<file path="src/rtl/recon_pkg.sv">
package recon_pkg;

  typedef enum logic [1:0] {
    CLS_PLAIN  = 2'd0,
    CLS_SYNC   = 2'd1,
    CLS_BRANCH = 2'd2,
    CLS_EXIT   = 2'd3
  } instrClass_e;

  typedef enum logic [1:0] {
    PC_HOLD   = 2'd0,
    PC_INC    = 2'd1,
    PC_TARGET = 2'd2,
    PC_STACK  = 2'd3
  } pcSel_e;

  typedef enum logic [1:0] {
    MASK_HOLD   = 2'd0,
    MASK_TAKEN  = 2'd1,
    MASK_STACK  = 2'd2,
    MASK_REMAIN = 2'd3
  } maskSel_e;

  // strobes from control to datapath and stack
  typedef struct packed {
    logic     push;
    logic     pushSync;
    logic     pop;
    pcSel_e   pcSel;
    maskSel_e maskSel;
    logic     overflow;
  } strobe_t;

endpackage

</file>
<file path="src/rtl/recon_ctrl.sv">
module recon_ctrl
  import recon_pkg::*;
#(
  parameter int LANES = 32
) (
  input  logic             clk,
  input  logic             rstN,
  input  logic             instrValid,
  input  logic [1:0]       instrClass,
  input  logic             convFlag,
  input  logic [LANES-1:0] lanePred,
  input  logic [LANES-1:0] activeMask,
  input  logic             stackEmpty,
  input  logic             stackFull,
  output strobe_t          strobe,
  output logic [LANES-1:0] takenMask,
  output logic [LANES-1:0] remainMask
);

  instrClass_e cls;
  logic        pushReq;

  assign cls        = instrClass_e'(instrClass);
  assign takenMask  = lanePred & activeMask;
  assign remainMask = activeMask & ~lanePred;

  always_comb begin
    strobe  = '0;
    pushReq = 1'b0;
    if (instrValid) begin
      case (cls)
        CLS_PLAIN: begin
          if (convFlag && !stackEmpty) begin
            strobe.pop     = 1'b1;
            strobe.pcSel   = PC_STACK;
            strobe.maskSel = MASK_STACK;
          end else begin
            strobe.pcSel = PC_INC;
          end
        end
        CLS_SYNC: begin
          pushReq         = 1'b1;
          strobe.pushSync = 1'b1;
          strobe.pcSel    = PC_INC;
        end
        CLS_BRANCH: begin
          if (takenMask == '0) begin
            strobe.pcSel = PC_INC;
          end else if (takenMask == activeMask) begin
            strobe.pcSel = PC_TARGET;
          end else begin
            pushReq        = 1'b1;
            strobe.pcSel   = PC_TARGET;
            strobe.maskSel = MASK_TAKEN;
          end
        end
        default: begin
          if (remainMask == '0 && !stackEmpty) begin
            strobe.pop     = 1'b1;
            strobe.pcSel   = PC_STACK;
            strobe.maskSel = MASK_STACK;
          end else if (remainMask == '0) begin
            strobe.pcSel   = PC_HOLD;
            strobe.maskSel = MASK_REMAIN;
          end else begin
            strobe.pcSel   = PC_INC;
            strobe.maskSel = MASK_REMAIN;
          end
        end
      endcase
    end
    strobe.push     = pushReq && !stackFull;
    strobe.overflow = pushReq && stackFull;
  end

  // uniform branch must never record anything
  assert_uniform_nopush_R5: assert property (@(posedge clk) disable iff (!rstN)
    (instrValid && cls == CLS_BRANCH && takenMask == activeMask) |-> !strobe.push);

  // convergence flag on a non-plain class never pops
  assert_flag_ignored_R7: assert property (@(posedge clk) disable iff (!rstN)
    (instrValid && cls != CLS_PLAIN && cls != CLS_EXIT) |-> !strobe.pop);

endmodule

</file>
<file path="src/rtl/recon_stack.sv">
module recon_stack #(
  parameter int ENTRY_W = 64,
  parameter int DEPTH   = 8
) (
  input  logic               clk,
  input  logic               rstN,
  input  logic               push,
  input  logic               pop,
  input  logic [ENTRY_W-1:0] pushEntry,
  output logic [ENTRY_W-1:0] topEntry,
  output logic               empty,
  output logic               full
);

  localparam int SP_W  = $clog2(DEPTH + 1);
  localparam int IDX_W = (DEPTH > 1) ? $clog2(DEPTH) : 1;

  logic [SP_W-1:0]    sp;
  logic [ENTRY_W-1:0] slotArr [DEPTH];
  logic [IDX_W-1:0]   topIdx;

  for (genvar i = 0; i < DEPTH; i++) begin : g_slot
    logic [ENTRY_W-1:0] q;
    always_ff @(posedge clk) begin
      if (push && sp == SP_W'(i)) q <= pushEntry;
    end
    assign slotArr[i] = q;
  end

  always_ff @(posedge clk or negedge rstN) begin
    if (!rstN)     sp <= '0;
    else if (push) sp <= sp + 1'b1;
    else if (pop)  sp <= sp - 1'b1;
  end

  assign empty    = (sp == '0);
  assign full     = (sp == SP_W'(DEPTH));
  assign topIdx   = IDX_W'(sp - 1'b1);
  assign topEntry = empty ? '0 : slotArr[topIdx];

  assert_no_pop_empty_R6: assert property (@(posedge clk) disable iff (!rstN)
    pop |-> !empty);

  assert_sp_bound_R10: assert property (@(posedge clk) disable iff (!rstN)
    sp <= SP_W'(DEPTH));

  assert_push_grows_R4: assert property (@(posedge clk) disable iff (!rstN)
    push |=> (sp == $past(sp) + 1'b1));

endmodule

</file>
<file path="src/rtl/recon_datapath.sv">
module recon_datapath
  import recon_pkg::*;
#(
  parameter int PC_W     = 16,
  parameter int LANES    = 32,
  parameter int RESET_PC = 0,
  localparam int ENTRY_W = 2 * PC_W + LANES
) (
  input  logic               clk,
  input  logic               rstN,
  input  strobe_t            strobe,
  input  logic [PC_W-1:0]    branchTarget,
  input  logic [LANES-1:0]   takenMask,
  input  logic [LANES-1:0]   remainMask,
  input  logic [ENTRY_W-1:0] topEntry,
  output logic [ENTRY_W-1:0] pushEntry,
  output logic [PC_W-1:0]    pc,
  output logic [LANES-1:0]   activeMask,
  output logic               overflowErr
);

  // entry layout: {convPc, nextPc, laneMask}
  logic [PC_W-1:0]  topConv;
  logic [PC_W-1:0]  topNext;
  logic [LANES-1:0] topMask;
  logic [PC_W-1:0]  pcPlusOne;

  assign {topConv, topNext, topMask} = topEntry;
  assign pcPlusOne = pc + 1'b1;

  always_comb begin
    if (strobe.pushSync)
      pushEntry = {branchTarget, branchTarget, activeMask};
    else
      pushEntry = {topConv, pcPlusOne, activeMask & ~takenMask};
  end

  always_ff @(posedge clk or negedge rstN) begin
    if (!rstN) begin
      pc          <= PC_W'(RESET_PC);
      activeMask  <= '1;
      overflowErr <= 1'b0;
    end else begin
      overflowErr <= strobe.overflow;
      case (strobe.pcSel)
        PC_INC:    pc <= pcPlusOne;
        PC_TARGET: pc <= branchTarget;
        PC_STACK:  pc <= topNext;
        default:   ;
      endcase
      case (strobe.maskSel)
        MASK_TAKEN:  activeMask <= takenMask;
        MASK_STACK:  activeMask <= topMask;
        MASK_REMAIN: activeMask <= remainMask;
        default:     ;
      endcase
    end
  end

  assert_taken_subset_R4: assert property (@(posedge clk) disable iff (!rstN)
    (strobe.maskSel == MASK_TAKEN) |=> ((activeMask & ~$past(activeMask)) == '0));

  assert_hold_empty_R9: assert property (@(posedge clk) disable iff (!rstN)
    (strobe.pcSel == PC_HOLD && strobe.maskSel == MASK_REMAIN) |=> (activeMask == '0));

endmodule

</file>
<file path="src/rtl/warp_recon_unit.sv">
module warp_recon_unit
  import recon_pkg::*;
#(
  parameter int PC_W     = 16,
  parameter int LANES    = 32,
  parameter int DEPTH    = 8,
  parameter int RESET_PC = 0
) (
  input  logic             clk,
  input  logic             rstN,
  input  logic             instrValid,
  input  logic [1:0]       instrClass,
  input  logic [PC_W-1:0]  branchTarget,
  input  logic [LANES-1:0] lanePred,
  input  logic             convFlag,
  output logic [PC_W-1:0]  pc,
  output logic [LANES-1:0] activeMask,
  output logic             overflowErr
);

  localparam int ENTRY_W = 2 * PC_W + LANES;

  strobe_t            strobe;
  logic [LANES-1:0]   takenMask;
  logic [LANES-1:0]   remainMask;
  logic [ENTRY_W-1:0] pushEntry;
  logic [ENTRY_W-1:0] topEntry;
  logic               stackEmpty;
  logic               stackFull;

  recon_ctrl #(.LANES(LANES)) u_ctrl (
    .clk        (clk),
    .rstN       (rstN),
    .instrValid (instrValid),
    .instrClass (instrClass),
    .convFlag   (convFlag),
    .lanePred   (lanePred),
    .activeMask (activeMask),
    .stackEmpty (stackEmpty),
    .stackFull  (stackFull),
    .strobe     (strobe),
    .takenMask  (takenMask),
    .remainMask (remainMask)
  );

  recon_stack #(.ENTRY_W(ENTRY_W), .DEPTH(DEPTH)) u_stack (
    .clk       (clk),
    .rstN      (rstN),
    .push      (strobe.push),
    .pop       (strobe.pop),
    .pushEntry (pushEntry),
    .topEntry  (topEntry),
    .empty     (stackEmpty),
    .full      (stackFull)
  );

  recon_datapath #(.PC_W(PC_W), .LANES(LANES), .RESET_PC(RESET_PC)) u_dp (
    .clk          (clk),
    .rstN         (rstN),
    .strobe       (strobe),
    .branchTarget (branchTarget),
    .takenMask    (takenMask),
    .remainMask   (remainMask),
    .topEntry     (topEntry),
    .pushEntry    (pushEntry),
    .pc           (pc),
    .activeMask   (activeMask),
    .overflowErr  (overflowErr)
  );

  assert_ovf_only_full_R10: assert property (@(posedge clk) disable iff (!rstN)
    overflowErr |-> $past(stackFull));

endmodule

</file>
<file path="config.mk">
export PLATFORM = sky130hd
export DESIGN_NAME = warp_recon_unit
export DESIGN_NICKNAME = d
export VERILOG_FILES = /design/src/rtl/recon_pkg.sv /design/src/rtl/recon_ctrl.sv /design/src/rtl/recon_stack.sv /design/src/rtl/recon_datapath.sv /design/src/rtl/warp_recon_unit.sv
export SDC_FILE = /design/constraint.sdc
export NUM_CORES = 1
export LEC_CHECK = 0
export BUFFER_PORTS_ARGS = -buffer_cell sky130_fd_sc_hd__buf_2
export CORE_AREA = 2 2 231 233
export DETAILED_ROUTE_END_ITERATION = 10
export DIE_AREA = 0 0 233 235
export HOLD_SLACK_MARGIN = 0.1
export PLACE_DENSITY_LB_ADDON = 0.2
export SLEW_MARGIN = 25
export SYNTH_ARGS = -nofsm -noshare
export SYNTH_HDL_FRONTEND = slang
export SYNTH_HIERARCHICAL = 1
export SYNTH_SLANG_ARGS = --single-unit
</file>
<file path="constraint.sdc">
create_clock -name clk -period 9.3 [get_ports clk]
set_input_delay 0.93 -clock clk [delete_from_list [all_inputs] [get_ports clk]]
set_output_delay 0.93 -clock clk [all_outputs]
set_load 0.05 [all_outputs]
</file>
* Word-level counts from Yosys, hierarchy flattened
Index checks and enable logic that the tools add are counted.
** Cells by class
- Bitwise operators :: 6
- Add/sub/neg operators :: 3
- $lt $le $gt $ge :: 1
- Equal/unequal tests :: 17
- Mux-type cells :: 27
- Reductions and logical operators :: 22
** Operators with widths (number)
- $mux 64 :: 4
- $bmux 64 s3 :: 1
- $and 32x32->32 :: 3
- $pmux 32 s3 :: 1
- $logic_not 32->1 :: 2
- $not 32->32 :: 2
- $pmux 16 s3 :: 1
- $eq 32x32->1 :: 1
- $add 16x1->16 const B :: 1
- $eq 4x3->1 const B :: 4
- $logic_and 1x1->1 :: 12
- $mux 4 :: 3
- $pmux 2 s3 :: 2
- $eq 2x2->1 const B :: 5
- $eq 4x2->1 const B :: 2
- $mux 2 :: 4
- $mux 1 :: 7
- $eq 2x1->1 const B :: 3
- $mux 6 :: 1
- $reduce_bool 3->1 :: 2
- $add 4x1->4 const B :: 1
- $eq 4x1->1 const B :: 1
- $eq 4x4->1 const B :: 1
- $ge 4x4->1 const B :: 1
- 9 further kinds :: 11
** Storage, ports and cells
- Output and inout bits :: 49
- Word-level logic and storage cells :: 88
- Bits of input ports :: 54
- Register bits after elaboration :: 565

* Longest topological paths before layout
- Depth in word-level cells :: 9
- Depth in mapped cells :: 17
- Gate-level depth less buffers :: 12

* Hierarchy
Netlist, hierarchy kept.
** By module, submodules not included
- recon_stack :: sequential area each 15474.8 um2, cells each 785, area an instance 19397.4 um2, times used 1
- recon_datapath :: sequential area each 1266.2 um2, cells each 328, area an instance 3532.1 um2, times used 1
- recon_ctrl :: sequential area each 0.0 um2, cells each 115, area an instance 794.5 um2, times used 1

* Worst setup path before layout
OpenSTA, ideal clock, no wires.
- Path kind :: register to register
- Start point :: register u_stack.sp[0]
- End point :: register u_stack.g_slot[3].q[0] (enable)
- Clock period less this slack :: 7000 ps
- Stages on the path, launching flop included :: 12
- Arrival :: 6435 ps
- Path slack :: 2300 ps
- Path buffers :: 3
- Library setup time :: 564 ps
- Required time :: 8736 ps
- Path through :: dfrtp_1 buf_6 buf_6 buf_4 inv_1 ha_1 and3b_1 nor2_1 o21ai_0 o21ai_0 nand2_1 nor3_1
** RTL lines
- start: declaration :: line recon_stack.sv:18 : logic [SP_W-1:0] sp;
- start signal: assignment :: line recon_stack.sv:32 : else if (push) sp <= sp + 1'b1;
- start signal: assignment :: line recon_stack.sv:33 : else if (pop) sp <= sp - 1'b1;
- end signal: assignment :: line recon_stack.sv:25 : if (push && sp == SP_W'(i)) q <= pushEntry;
- end: declaration :: line recon_stack.sv:23 : logic [ENTRY_W-1:0] q;

==> impl_metrics.yaml <==
pwr:
  power.internal_mw: 4.863
  pwr-share-comb: 0.365
  p_leak_nw: 7.330
  p_switching_mw: 2.548
  vdd_drop_max_mv: 0.2363
  clkPwrFrac: 0.260
  seq_power_share: 0.375
  power.density_nw_per_um2: 339.9
  swShare: 0.3438
drt:
  drtPass1Iterations: 5
  vias: 10170
  drtIter0Drc: 701
  post-route-drc-count: 0
  drtAntennaViolNets: 0
  via_per_inst: 5.487
  routed_wl_mm: 47.71
  wl_per_cell_um: 25.75
floorplanning:
  dieArea_um2: 54760
  pin_count: 103
  die_y_um: 235
  dieWidth_um: 233
  core-area_um2: 52240
  rows: 84
  initial_utilization: 0.3614
grt:
  track_usage: 0.1758
  grt_max_degree: 54
  antenna_found_initial: 4
  grt_remaining_overflow: 0
  grt_pass1_vias: 10480
  grt_pass1_wl_mm: 70.52
sta:
  slew_viol_final: 0
  fin_crit_ps: 4404
  grt_setup_unrepaired: "no"
  slew_headroom: 0.2916
  clock.fmax_mhz: 227.1
  fin_skew_ps: 15.90
  setup_viol: 0
  whs_ps: 505.4
  finalCritPeriodShare: 0.4735
  setup_tns_ps: 0
  worst_pin_slew_ps: 1051
  hold_viol: 0
clock_network:
  postCtsSetupRepairBufs: 0
  numCtsBuffers: 47
  ctsResizeCount: 0
  cts_tree: "built"
  htree_levels: 2
  clk_path_buf_depth: 3
  clkTransAtPathRegs_ps: 60
  clk_latency_ps: 570
  root_buffer: "clkbuf_16"
  holdBufCountCts: 0
  cts_sinks: 437
place:
  dp_hpwl_mm: 28.50
  port_buffers: 102
  dp.cells: 1766
  place_congestion: 0.7852
finish:
  layout.nets: 1190
  post-route-util: 0.4174
  syn2layout_area_growth_pct: 15.49
  finalNonFillerCells: 1853
  antenna_cells: 0
  drive_gt1_frac: 0.3485
run_status:
  outcome: "complete, no violations"
yosys:
  yosys_warnings: 6
  syn_nets: 1084
  syn_area_um2: 18880
  syn_area_per_cell_um2: 18.49
  netlist_instances: 1021
worst_hold_path:
  min_path_type: "in -> async"
critical_path:
  path_max_fanout: 37
  startpoint_type: "flip-flop"
  worstSetupPathType: "reg -> reg"
  reg2reg_depth: 9
  endpoint_kind: "flip-flop"
  arrival_ps: 4600
  critPathRequiredTime_ps: 9500
job:
  drv.max_cap_violation_count: 0
power groups by stage:
stage,clock network [mW],registers [mW],logic (mW)
finish,1.93,2.78,2.71
global route,2.06,2.81,2.91
CTS,1.98,2.78,2.76
detailed placement,0,2.81,2.76
global placement,0,2.81,2.75
floorplan,0,3.01,1.79
path summary, 6_finish.rpt:
check	startpoint	to	slack, ps
max in group asynchronous	rstN	u_stack/sp[0]$_DFFE_PN0P_	8040
worst max register to register	u_stack/sp[0]$_DFFE_PN0P_	u_stack/g_slot[1].q[15]$_DFFE_PP_	4900
worst min-delay path	rstN	u_dp/pc[13]$_DFFE_PN0P_	510
worst max-delay path	u_stack/sp[0]$_DFFE_PN0P_	u_stack/g_slot[1].q[15]$_DFFE_PP_	4900
min in group clk	u_dp/pc[15]$_DFFE_PN0P_	u_dp/pc[15]$_DFFE_PN0P_	600
worst min register to register	u_dp/pc[15]$_DFFE_PN0P_	u_dp/pc[15]$_DFFE_PN0P_	600
registers in the layout, summed over array words and instances (netlist names):
| register | count |
|---|---|
| u_dp/pc | 16 |
| u_stack/g_slot.q | 384 |
| u_stack/sp | 4 |
| u_dp/overflowErr | 1 |
| u_dp/activeMask | 32 |
worst max-delay path, cell delays in order (launching register included):
cell and delay (ps):
dfrtp_4 940, inv_1 210, ha_4 240, and3b_1 240, nor2_1 110, o21ai_0 70
o21ai_0 570, nor2b_1 310, and3_2 660, buf_4 620
metrics by stage:
step | total power [mW] | cell area [um2] | setup slack (ps)
5_1_grt | 7.777 | 21800 | 4500
3_3_place_gp | 5.557 | 20170 | 4586
2_1_floorplan | 4.799 | 18880 | 3425
6_report | 7.411 | 21800 | 4896
3_5_place_dp | 5.571 | 20170 | 4559
4_1_cts | 7.523 | 21800 | 4814
cell usage in the layout, fill, tap and decap left out, types with 6 or more instances in the layout:
master,instances
clkinv_1,6
nor4_1,8
nand2_1,30
ha_1,8
o21ai_1,7
clkbuf_8,10
dfstp_2,32
clkbuf_16,50
a21boi_0,29
buf_2,102
nor2b_1,40
nand3_1,7
mux4_2,130
buf_4,23
nor2_1,12
and2_1,32
a21oi_1,11
o21ai_0,15
edfxtp_1,384
nand4_1,9
nor3_1,7
clkinv_2,9
xnor2_1,11
a22o_1,48
dfrtp_1,20
inv_1,14
cell type report:
class                   instances  area [um2]
multi-input cells             501        5672
clock buffers                  64        1404
repair buffers                125       683.2
clock inverters                23       224.0
fillers                      4648       30430
flip-flops and latches        437       12900
inverters                      15       56.30
well taps                     688       860.8
layer usage:
layer / share of wire / global-route usage / up-vias
met2: 0.47 / 0.2764 / 316
met5: 0.00073 / 0 / -
met1: 0.45 / 0.2498 / 5387
met3: 0.063 / 0.04005 / 60
met4: 0.018 / 0.03860 / 6
li1: - / - / 4398
No activity file was read; power rests on OpenSTA's default activity.
